### src/rtl/evtmr_pkg.sv
package evtmr_pkg;

   localparam int unsigned REG_W = 32;

   // byte addresses of the mapped registers
   localparam logic [15:0] ADR_CAPS  = 16'h0004;
   localparam logic [15:0] ADR_GCTL  = 16'h0010;
   localparam logic [15:0] ADR_STAT  = 16'h0020;
   localparam logic [15:0] ADR_COUNT = 16'h00F0;
   localparam logic [15:0] ADR_CHCFG = 16'h0100;
   localparam logic [15:0] ADR_CHCMP = 16'h0108;

   // global control bit positions
   localparam int unsigned GB_RUN   = 0;
   localparam int unsigned GB_ROUTE = 1;

   // channel config bit positions
   localparam int unsigned CB_LEVEL  = 1;
   localparam int unsigned CB_IEN    = 2;
   localparam int unsigned CB_PER    = 3;
   localparam int unsigned CB_VSET   = 6;
   localparam int unsigned CB_W32    = 8;
   localparam int unsigned CB_RT_LO  = 9;
   localparam int unsigned CB_RT_W   = 5;
   localparam int unsigned CB_BUSMSG = 14;

   typedef struct packed {
      logic               bus_msg;
      logic [CB_RT_W-1:0] route;
      logic               force32;
      logic               val_set;
      logic               periodic;
      logic               irq_en;
      logic               level;
   } chan_cfg_t;

endpackage

### src/rtl/evtmr_counter.sv
module evtmr_counter #(
   parameter int unsigned W = 32
) (
   input  logic         clk,
   input  logic         rst_n,
   input  logic         run,
   input  logic         load,
   input  logic [W-1:0] load_val,
   output logic [W-1:0] count
);

   generate
      if (W < 8) begin : g_bad_w
         $error("evtmr_counter: W too small");
      end
   endgenerate

   always_ff @(posedge clk) begin
      if (!rst_n)      count <= '0;
      else if (load)   count <= load_val;
      else if (run)    count <= count + 1'b1;
   end

   // counter holds while stopped
   a_r3_hold: assert property (@(posedge clk) disable iff (!rst_n)
      (!run && !load) |=> (count == $past(count)));

   // counter steps by one while running
   a_r3_step: assert property (@(posedge clk) disable iff (!rst_n)
      (run && !load) |=> (count == $past(count) + 1'b1));

   // load takes priority
   a_r3_load: assert property (@(posedge clk) disable iff (!rst_n)
      load |=> (count == $past(load_val)));

endmodule

### src/rtl/evtmr_channel.sv
module evtmr_channel
   import evtmr_pkg::*;
#(
   parameter int unsigned W            = 32,
   parameter logic [W-1:0] CMP_RESET   = '1,
   parameter bit          HAS_PERIODIC = 1'b1
) (
   input  logic         clk,
   input  logic         rst_n,
   input  logic         run,
   input  logic [W-1:0] count,
   input  logic [W-1:0] wdata,
   input  logic         cfg_we,
   input  logic         cmp_we,
   input  logic         stat_w1c,
   output logic [W-1:0] cfg_rd,
   output logic [W-1:0] cmp_q,
   output logic         stat_q,
   output logic         irq
);

   generate
      if (W != REG_W) begin : g_bad_w
         $error("evtmr_channel: W must equal REG_W");
      end
   endgenerate

   chan_cfg_t    cfg_q;
   logic [W-1:0] period_q;
   logic         match;
   logic         pulse_q;
   logic         per_wr;

   // periodic bit is only writable when the variant supports it
   generate
      if (HAS_PERIODIC) begin : g_per
         assign per_wr = wdata[CB_PER];
      end else begin : g_noper
         assign per_wr = 1'b0;
      end
   endgenerate

   assign match = run && (count == cmp_q);

   // configuration register
   always_ff @(posedge clk) begin
      if (!rst_n) begin
         cfg_q <= '0;
      end else if (cfg_we) begin
         cfg_q.level    <= wdata[CB_LEVEL];
         cfg_q.irq_en   <= wdata[CB_IEN];
         cfg_q.periodic <= per_wr;
         cfg_q.val_set  <= wdata[CB_VSET];
         cfg_q.force32  <= wdata[CB_W32];
         cfg_q.route    <= wdata[CB_RT_LO +: CB_RT_W];
         cfg_q.bus_msg  <= wdata[CB_BUSMSG];
      end else if (cmp_we && cfg_q.periodic && cfg_q.val_set) begin
         cfg_q.val_set  <= 1'b0;
      end
   end

   // comparator and period
   always_ff @(posedge clk) begin
      if (!rst_n) begin
         cmp_q    <= CMP_RESET;
         period_q <= '0;
      end else if (cmp_we) begin
         if (cfg_q.periodic) begin
            period_q <= wdata;
            if (cfg_q.val_set) cmp_q <= wdata;
         end else begin
            cmp_q <= wdata;
         end
      end else if (match && cfg_q.periodic) begin
         cmp_q <= cmp_q + period_q;
      end
   end

   // status (level mode only) and edge pulse
   always_ff @(posedge clk) begin
      if (!rst_n) begin
         stat_q  <= 1'b0;
         pulse_q <= 1'b0;
      end else begin
         if (match && cfg_q.level)          stat_q <= 1'b1;
         else if (stat_w1c && cfg_q.level)  stat_q <= 1'b0;
         pulse_q <= match && !cfg_q.level && cfg_q.irq_en;
      end
   end

   assign irq = cfg_q.level ? (stat_q && cfg_q.irq_en) : pulse_q;

   always_comb begin
      cfg_rd                          = '0;
      cfg_rd[CB_LEVEL]                = cfg_q.level;
      cfg_rd[CB_IEN]                  = cfg_q.irq_en;
      cfg_rd[CB_PER]                  = cfg_q.periodic;
      cfg_rd[CB_VSET]                 = cfg_q.val_set;
      cfg_rd[CB_W32]                  = cfg_q.force32;
      cfg_rd[CB_RT_LO +: CB_RT_W]     = cfg_q.route;
      cfg_rd[CB_BUSMSG]               = cfg_q.bus_msg;
   end

   // status only rises after a level-mode match
   a_r5_stat_cause: assert property (@(posedge clk) disable iff (!rst_n)
      $rose(stat_q) |-> $past(match && cfg_q.level));

   // level-mode clear without a competing match drops status
   a_r6_clear: assert property (@(posedge clk) disable iff (!rst_n)
      (stat_w1c && cfg_q.level && !match && !cfg_we) |=> !stat_q);

   // value-set drops after the comparator write in periodic mode
   a_r9_vset_clear: assert property (@(posedge clk) disable iff (!rst_n)
      (cmp_we && cfg_q.periodic && !cfg_we) |=> !cfg_q.val_set);

   // periodic match advances by the period
   a_r10_advance: assert property (@(posedge clk) disable iff (!rst_n)
      (match && cfg_q.periodic && !cmp_we) |=> (cmp_q == $past(cmp_q) + $past(period_q)));

   // edge pulse only follows a match
   a_r7_pulse_cause: assert property (@(posedge clk) disable iff (!rst_n)
      $rose(pulse_q) |-> $past(match));

endmodule

### src/rtl/evtmr_top.sv
module evtmr_top
   import evtmr_pkg::*;
#(
   parameter int unsigned ADDR_W       = 12,
   parameter logic [31:0] PERIOD_FS    = 32'd10_000_000,
   parameter logic [31:0] CMP_RESET    = 32'hFFFF_FFFF,
   parameter bit          HAS_PERIODIC = 1'b1
) (
   input  logic              clk,
   input  logic              rst_n,
   input  logic              wr_en,
   input  logic [ADDR_W-1:0] addr,
   input  logic [31:0]       wr_data,
   output logic [31:0]       rd_data,
   output logic              irq
);

   localparam int unsigned AX_W = 16;

   generate
      if (ADDR_W < 9 || ADDR_W > AX_W) begin : g_bad_addr
         $error("evtmr_top: ADDR_W must lie in 9..16");
      end
      if (PERIOD_FS == 32'd0) begin : g_bad_period
         $error("evtmr_top: PERIOD_FS must be nonzero");
      end
   endgenerate

   logic [AX_W-1:0]  addr_x;
   logic             run_q;
   logic             route_q;
   logic [REG_W-1:0] count;
   logic [REG_W-1:0] cfg_rd;
   logic [REG_W-1:0] cmp_q;
   logic             stat_q;
   logic             we_count, we_cfg, we_cmp, we_gctl, w1c_stat;

   assign addr_x   = AX_W'(addr);
   assign we_gctl  = wr_en && (addr_x == ADR_GCTL);
   assign we_count = wr_en && (addr_x == ADR_COUNT);
   assign we_cfg   = wr_en && (addr_x == ADR_CHCFG);
   assign we_cmp   = wr_en && (addr_x == ADR_CHCMP);
   assign w1c_stat = wr_en && (addr_x == ADR_STAT) && wr_data[0];

   always_ff @(posedge clk) begin
      if (!rst_n) begin
         run_q   <= 1'b0;
         route_q <= 1'b0;
      end else if (we_gctl) begin
         run_q   <= wr_data[GB_RUN];
         route_q <= wr_data[GB_ROUTE];
      end
   end

   evtmr_counter #(.W(REG_W)) u_count (
      .clk      (clk),
      .rst_n    (rst_n),
      .run      (run_q),
      .load     (we_count),
      .load_val (wr_data),
      .count    (count)
   );

   evtmr_channel #(
      .W            (REG_W),
      .CMP_RESET    (CMP_RESET),
      .HAS_PERIODIC (HAS_PERIODIC)
   ) u_chan0 (
      .clk      (clk),
      .rst_n    (rst_n),
      .run      (run_q),
      .count    (count),
      .wdata    (wr_data),
      .cfg_we   (we_cfg),
      .cmp_we   (we_cmp),
      .stat_w1c (w1c_stat),
      .cfg_rd   (cfg_rd),
      .cmp_q    (cmp_q),
      .stat_q   (stat_q),
      .irq      (irq)
   );

   always_comb begin
      rd_data = '0;
      case (addr_x)
         ADR_CAPS:  rd_data = PERIOD_FS;
         ADR_GCTL:  begin
            rd_data[GB_RUN]   = run_q;
            rd_data[GB_ROUTE] = route_q;
         end
         ADR_STAT:  rd_data[0] = stat_q;
         ADR_COUNT: rd_data = count;
         ADR_CHCFG: rd_data = cfg_rd;
         ADR_CHCMP: rd_data = cmp_q;
         default:   rd_data = '0;
      endcase
   end

   // global control keeps its stored value without a write
   a_r4_gctl_stable: assert property (@(posedge clk) disable iff (!rst_n)
      !we_gctl |=> ($stable(run_q) && $stable(route_q)));

   // with interrupt enable off for two cycles the output stays low
   a_r8_masked: assert property (@(posedge clk) disable iff (!rst_n)
      (!cfg_rd[CB_IEN] && !$past(cfg_rd[CB_IEN])) |-> !irq);

endmodule

### config.mk
export PLATFORM = sky130hd
export DESIGN_NAME = evtmr_top
export DESIGN_NICKNAME = d
export VERILOG_FILES = /design/src/rtl/evtmr_pkg.sv /design/src/rtl/evtmr_counter.sv /design/src/rtl/evtmr_channel.sv /design/src/rtl/evtmr_top.sv
export SDC_FILE = /design/constraint.sdc
export NUM_CORES = 1
export LEC_CHECK = 0
export ABC_AREA = 1
export ABC_CLOCK_PERIOD_IN_PS = 3700
export BUFFER_PORTS_ARGS = -buffer_cell sky130_fd_sc_hd__buf_2
export CAP_MARGIN = 20
export CELL_PAD_IN_SITES_DETAIL_PLACEMENT = 1
export CELL_PAD_IN_SITES_GLOBAL_PLACEMENT = 2
export CORE_ASPECT_RATIO = 0.9
export CORE_MARGIN = 10
export CORE_UTILIZATION = 35
export DETAILED_ROUTE_END_ITERATION = 12
export PLACE_DENSITY_LB_ADDON = 0.1
export SKIP_LAST_GASP = 1
export SLEW_MARGIN = 10
export SYNTH_ARGS = -nofsm -noshare
export SYNTH_HDL_FRONTEND = slang
export SYNTH_SLANG_ARGS = --single-unit
export TNS_END_PERCENT = 50
### constraint.sdc
create_clock -name clk -period 3.7 [get_ports clk]
set_input_delay 0.185 -clock clk [delete_from_list [all_inputs] [get_ports clk]]
set_output_delay 0.185 -clock clk [all_outputs]
set_load 0.01 [all_outputs]
==> run summary, run 1 <==
outcome - finished, final reports clean
met3 wire len - 2580 µm
post-cts sizing count - 0
Max Transition Viols Final - 0
CP Max Fanout - 5
antenna violations before repair - 1
Met2 Routed Length - 19,000 µm
grt ovf - 0
Clock Latency Late Sink - 0.38 ns
pwr dens - 226 nW/µm²
Warnings, synthesis - 0
top-count cell post-synth - nand2_1
Post-synth EDFFs - 0
Leakage - 5.00 nW
GPL Wtd Cong - 0.950
r2r setup slk - 1.02 ns
Sw Share - 27.1%
Worst-Margin Slew - 0.844 ns
die height - 175 µm
Syn Nets - 1,652
uppermost layer routed - met4
Hold WS - 0.116 ns
sw power - 0.632 mW
Inserted Diodes - 0
Final Power - 2.33 mW
synthesized cell area - 9290 µm²
die area - 33,500 µm²
CTS sink cnt - 111
Setup TNS - 0 ns
synth top area cells - dfxtp_1 24%, nand2_1 20%, inv_1 8.6%, nand3_1 8.2%, nor2_1 4.5%
Setup crit start kind - flip-flop
#FFs+latches synth - 111
wl on met1 - 19,700 µm
largest area contributor in the netlist - dfxtp_1
largest net degree at the start of global routing - 68
synth unique cells - 47
Port Buffers - 79
critical path capture point type - flip-flop
Vias/cell - 5.34
initial core utilization - 35.6%
global-route wire length before repair - 64,200 µm
logic gate share of total power - 4.9%
share of cells above drive strength 1 - 10.3%
Relative slew margins - 43.7%
DRT Wirelength - 42,000 µm
top post-synthesis cells by count - 498 x nand2_1, 212 x inv_1, 152 x nand3_1
Ports - 80
sequential area share after synthesis - 23.9%
area share of the largest cell type after synthesis - 23.9%
Crit path arrival time - 2.91 ns
DRC viols - 0
area grow syn2layout - 10.8%
Core Box Area - 26,100 µm²
Die W - 192 µm
Final Skew - 0.0151 ns
DR vias - 10,600
FILL cells - 3,592
Main synth FF type - dfxtp_1
min Tclk post-route - 2.68 ns
Synth Instances - 1,572
sequential power share - 51.3%
vias in the first global route - 10,700
H-Tree Depth - 3
pre-CTS WS - 1.10 ns
detailed placer's ending HPWL - 33,700 µm
Min-Delay Path Class - in -> reg
Worst Setup Path Type - reg -> reg
peak supply drop - 0.219 mV
Nets - 1,704
total track usage - 24.7%
Worst EP required - 3.93 ns
internal power - 1.70 mW
top achievable clock speed - 0.374 GHz
Site Rows - 56
cts hold-fix bufs - 0
DR iter-0 viols - 728
Max Root-Sink Buffers - 2
setup bufs post-CTS - 0
Reg clk slew, reported paths - 0.09 ns
Synth async-reset ratio - 0%
RSZ-0062 raised after global routing - no
CTS tree - yes
wire per inst - 21.2 µm
setup violators final - 0
Pre-antenna DRT Iters - 5
Hold Vio Cnt, Final - 0
Root Buffer - clkbuf_16
Final WS setup - 1.02 ns
max cap viols - 0
clock share of power - 43.9%
CTS buffer count - 9
Post-DRT Antenna Nets - 0
period utilisation layout - 72.3%
synthesized area per cell - 5.91 µm²
-- sequential cells by signal, indices dropped and copies added, names as in the netlist --
signal and cells:
u_chan0.pulse_q 1, u_chan0.stat_q 1, route_q 1, u_chan0.period_q 32
run_q 1, u_chan0.cmp_q 32, u_chan0.cfg_rd 11, u_count.count 32
-- worst max-delay path: stages (launching register included) --
cell      delay (ns)
dfxtp_1         0.40
ha_1            0.32
fa_1            0.46
nand3_1         0.11
nand3_1         0.17
nand3_1         0.12
nand3b_1        0.23
or2_2           0.35
nand3_1         0.07
o21ai_0         0.10
nand2_1         0.10
nand3_1         0.10
-- metrics by stage --
stage	instances	util (%)	cell area, µm²
final	1977	39.4	10300
after global routing	1977	39.4	10300
after detailed placement	1961	38.3	10000
after CTS	1977	39.4	10300
after global placement	1960	38.2	9970
after floorplan	1572	-	9290
-- cell type report --
class	instances	area (µm²)	area share, %
sequential	111	2220	21.6
clock inverter	7	67.6	0.656
clock buffer	9	225	2.19
inverter	228	856	8.31
timing repair buffer	95	536	5.20
tap	348	435	4.23
multi-input combinational	1179	5950	57.8
-- kinds of logic after synthesis --
kind of cell	after synthesis	share of synthesized area, %
XOR/XNOR	40	3.77
adder cells (fa/ha/maj)	33	4.52
AND/OR/NAND/NOR	890	42.3
AO/OA/AOI/OAI	216	13.4
flip-flops	111	23.9
buffers and inverters	282	12.1
-- layout by cell type, fill, tap and decap left out, types with 3 or more instances in the layout --
| master | count |
|---|---|
| o211a_1 | 9 |
| buf_2 | 79 |
| o21ai_1 | 3 |
| a31oi_1 | 3 |
| nand2_1 | 498 |
| nor2_1 | 112 |
| xnor2_1 | 11 |
| o22ai_1 | 19 |
| o2111ai_1 | 3 |
| a22oi_1 | 3 |
| xor2_1 | 29 |
| or2_2 | 5 |
| ha_1 | 32 |
| nand3_2 | 11 |
| o221ai_1 | 13 |
| and2_1 | 6 |
| o21ai_0 | 73 |
| nand3b_1 | 9 |
| a21oi_1 | 80 |
| clkbuf_16 | 9 |
| inv_1 | 212 |
| o211ai_1 | 6 |
| nand3_1 | 151 |
| inv_2 | 14 |
| dfxtp_1 | 111 |
| nand2_2 | 14 |
| nand4_1 | 33 |
| nor4_1 | 10 |
| buf_4 | 15 |
| nor2_2 | 5 |
| nor3_1 | 27 |
-- worst paths after layout --
path / from / end / depth (start not counted)
min: wr_data[14] / u_chan0.cfg_rd[14]$_SDFFE_PN0P_ / 3
max reg2reg: u_chan0.cmp_q[0]$_SDFFE_PN1P_ / u_chan0.cmp_q[12]$_SDFFE_PN1P_ / 11
max: u_chan0.cmp_q[0]$_SDFFE_PN1P_ / u_chan0.cmp_q[12]$_SDFFE_PN1P_ / 11
min reg2reg: u_chan0.cfg_rd[14]$_SDFFE_PN0P_ / u_chan0.cfg_rd[14]$_SDFFE_PN0P_ / 2
-- power by group through the flow --
stage               clock network (mW)  registers (mW)  logic (mW)
floorplan                            0            1.22      0.0350
global placement                     0            1.22       0.108
detailed placement                   0            1.22       0.112
CTS                               1.05            1.19       0.112
global route                      1.09            1.19       0.119
finish                            1.02            1.19       0.113
-- metal layers --
layer,vias to the layer above,GRT usage (%)
met5,-,0
met3,36,3.70
li1,5190,-
met2,310,39.8
met1,5026,34.0
met4,0,5.40
Note: power is estimated with default switching activity, not from simulation.
==> run 2, diff against run 1 <==
- ABC_CLOCK_PERIOD_IN_PS: 3700 -> 2420
- CORE_UTILIZATION: 35 -> 29
- clock period: 3.7 -> 2.42 ns (I/O delays scaled with it)
==> run summary, run 2 (synthesis results as in run 1) <==
die area - 39,600 µm² (+18%)
wire per inst - 22.0 µm (+3.8%)
logic gate share of total power - 4.9% (about the same)
Setup crit start kind - flip-flop
clock share of power - 43.6% (-0.3 points)
Pre-antenna DRT Iters - 5 (unchanged)
Die W - 209 µm (+8.8%)
Worst-Margin Slew - 0.898 ns (+0.0539 ns)
Core Box Area - 31,700 µm² (+21%)
Setup TNS - 0 ns (unchanged)
Crit path arrival time - 2.49 ns (-0.42 ns)
DR iter-0 viols - 589 (-19%)
sequential power share - 51.5% (+0.2 points)
outcome - finished, final reports clean
Post-DRT Antenna Nets - 0 (unchanged)
CTS sink cnt - 111 (unchanged)
largest net degree at the start of global routing - 49 (-28%)
Final Skew - 0.0145 ns (-0.000530 ns)
share of cells above drive strength 1 - 13.3% (+3.0 points)
die height - 190 µm (+8.7%)
r2r setup slk - 0.16 ns (-0.86 ns)
top achievable clock speed - 0.442 GHz (+18%)
Worst EP required - 2.65 ns (-1.28 ns)
internal power - 2.59 mW (+53%)
global-route wire length before repair - 68,900 µm (+7.3%)
Inserted Diodes - 0 (unchanged)
Relative slew margins - 40.1% (-3.6 points)
grt ovf - 0 (unchanged)
Vias/cell - 5.11 (-4.4%)
Min-Delay Path Class - in -> reg
RR Endpoint - u_chan0.cmp_q[27]$_SDFFE_PN1P_
area grow syn2layout - 15.5%
Ports - 80 (unchanged)
peak supply drop - 0.351 mV (+60%)
Hold Path Sink - u_chan0.cfg_rd[14]$_SDFFE_PN0P_
pwr dens - 330 nW/µm² (+46%)
Max Transition Viols Final - 0 (unchanged)
antenna violations before repair - 0 (-1)
H-Tree Depth - 3 (unchanged)
Site Rows - 62 (+11%)
commonest non-fill, non-tap cell in the layout - nand2_1
Nets - 1,748 (+2.6%)
min-delay src - wr_data[14]
DRC viols - 0 (unchanged)
Clock Latency Late Sink - 0.38 ns (about the same)
sw power - 0.952 mW (+51%)
Reg clk slew, reported paths - 0.08 ns (about the same)
CTS buffer count - 9 (unchanged)
Worst Setup Path Type - reg -> reg
detailed placer's ending HPWL - 36,700 µm (+9.0%)
vias in the first global route - 11,000 (+3.4%)
max cap viols - 0 (unchanged)
worst reg-to-reg path cell count - 13 (+2)
RSZ-0062 raised after global routing - yes
pre-CTS WS - 0.0629 ns (-1.04 ns)
setup violators final - 0 (unchanged)
critical path capture point type - flip-flop
Final WS setup - 0.160 ns (-0.864 ns)
GPL Wtd Cong - 0.969 (+1.9%)
initial core utilization - 29.3% (-6.3 points)
most frequent cells in the layout - 496 x nand2_1, 212 x inv_1, 149 x nand3_1, 112 x nor2_1, 108 x dfxtp_1
Leakage - 5.20 nW (+4.0%)
Port Buffers - 79 (unchanged)
fin util - 33.8% (-5.6 points)
DRT Wirelength - 46,000 µm (+9.6%)
worst flop-to-flop path startpoint - u_chan0.cmp_q[9]$_SDFFE_PN1P_
DR vias - 10,700 (+0.95%)
Hold Vio Cnt, Final - 0 (unchanged)
min Tclk post-route - 2.26 ns (-0.416 ns)
Worst Hold Path Cells - 3 (unchanged)
top flop regs - u_chan0.cmp_q (32), u_chan0.period_q (32), u_count.count (32)
Root Buffer - clkbuf_16
CTS tree - yes
cts hold-fix bufs - 0 (unchanged)
Sw Share - 26.9% (-0.28 points)
CP Max Fanout - 5 (unchanged)
total track usage - 22.6% (-2.1 points)
Max Root-Sink Buffers - 2 (unchanged)
period utilisation layout - 93.4% (+21 points)
run 2: changes by cell type in the layout (fill, tap and decap cells not counted), moves of 3 or more:
cell     previous run  this run
dfxtp_1           111       108
nor3_2              0         4
nor3_1             27        23
buf_4              15        59
dfxtp_2             0         3
run 2: how the worst max path moves through the flow:
stage | start | end | slack [ns] | depth (start not counted)
floorplan | u_chan0.cmp_q[0]$_SDFFE_PN1P_ | u_chan0.cmp_q[12]$_SDFFE_PN1P_ | 0.37 | 11
finish | u_chan0.cmp_q[9]$_SDFFE_PN1P_ | u_chan0.cmp_q[27]$_SDFFE_PN1P_ | 0.16 | 13
CTS | u_chan0.cmp_q[1]$_SDFFE_PN1P_ | u_chan0.cmp_q[15]$_SDFFE_PN1P_ | 0.05 | 12
global placement | u_chan0.cmp_q[1]$_SDFFE_PN1P_ | u_chan0.cmp_q[15]$_SDFFE_PN1P_ | 0.08 | 12
global route | u_chan0.cmp_q[4]$_SDFFE_PN1P_ | u_chan0.cmp_q[15]$_SDFFE_PN1P_ | -0.01 | 12
detailed placement | u_chan0.cmp_q[1]$_SDFFE_PN1P_ | u_chan0.cmp_q[15]$_SDFFE_PN1P_ | 0.06 | 12
run 2: per-stage QoR:
step	area (µm²)	instances	total power, mW	hold WS, ns
finish	10700	2088	3.54	0.0376
CTS	10700	2087	3.59	0.0301
global route	10700	2088	3.65	0.0411
detailed placement	10400	2072	2.04	0.427
floorplan	9290	1572	1.92	0.229
global placement	10400	2072	2.04	0.415
run 2: final cells by class:
type | count | area [µm²]
Fill cell | 4253 | 21000
Multi-Input combinational cell | 1179 | 6000
Sequential cell | 111 | 2230
Timing Repair Buffer | 139 | 858
Clock buffer | 10 | 239
Tap cell | 416 | 520
Inverter | 228 | 856
Clock inverter | 5 | 33.8
run 2: timing repair:
item                       4_1_cts  5_1_grt
setup buffers                    0        1
resized for setup                0       12
setup endpoints to repair        0       24
run 2: power groups by stage:
| stage | logic, mW | clock network (mW) | registers [mW] |
|---|---|---|---|
| final | 0.172 | 1.55 | 1.82 |
| after detailed placement | 0.172 | 0 | 1.87 |
| after global placement | 0.172 | 0 | 1.87 |
| after global routing | 0.184 | 1.64 | 1.83 |
| after CTS | 0.173 | 1.59 | 1.82 |
| after floorplan | 0.0536 | 0 | 1.87 |
run 2: critical path: stages, from the launching register on:
cell	delay, ns
dfxtp_1	0.54
ha_4	0.28
nand2_1	0.13
inv_1	0.08
nand2_1	0.07
nand2_1	0.10
nand3b_1	0.23
buf_4	0.18
nand2_1	0.09
nand3_1	0.08
nand3_1	0.16
nand2_1	0.07
nand2_1	0.06
nand3_1	0.06
run 2: routing by layer:
metal	track usage, %	up-vias	wire (µm)
met5	0	-	0
met4	4.64	0	714
met3	3.16	33	1940
met2	37.7	213	21000
met1	30.5	5142	22300
li1	-	5274	-
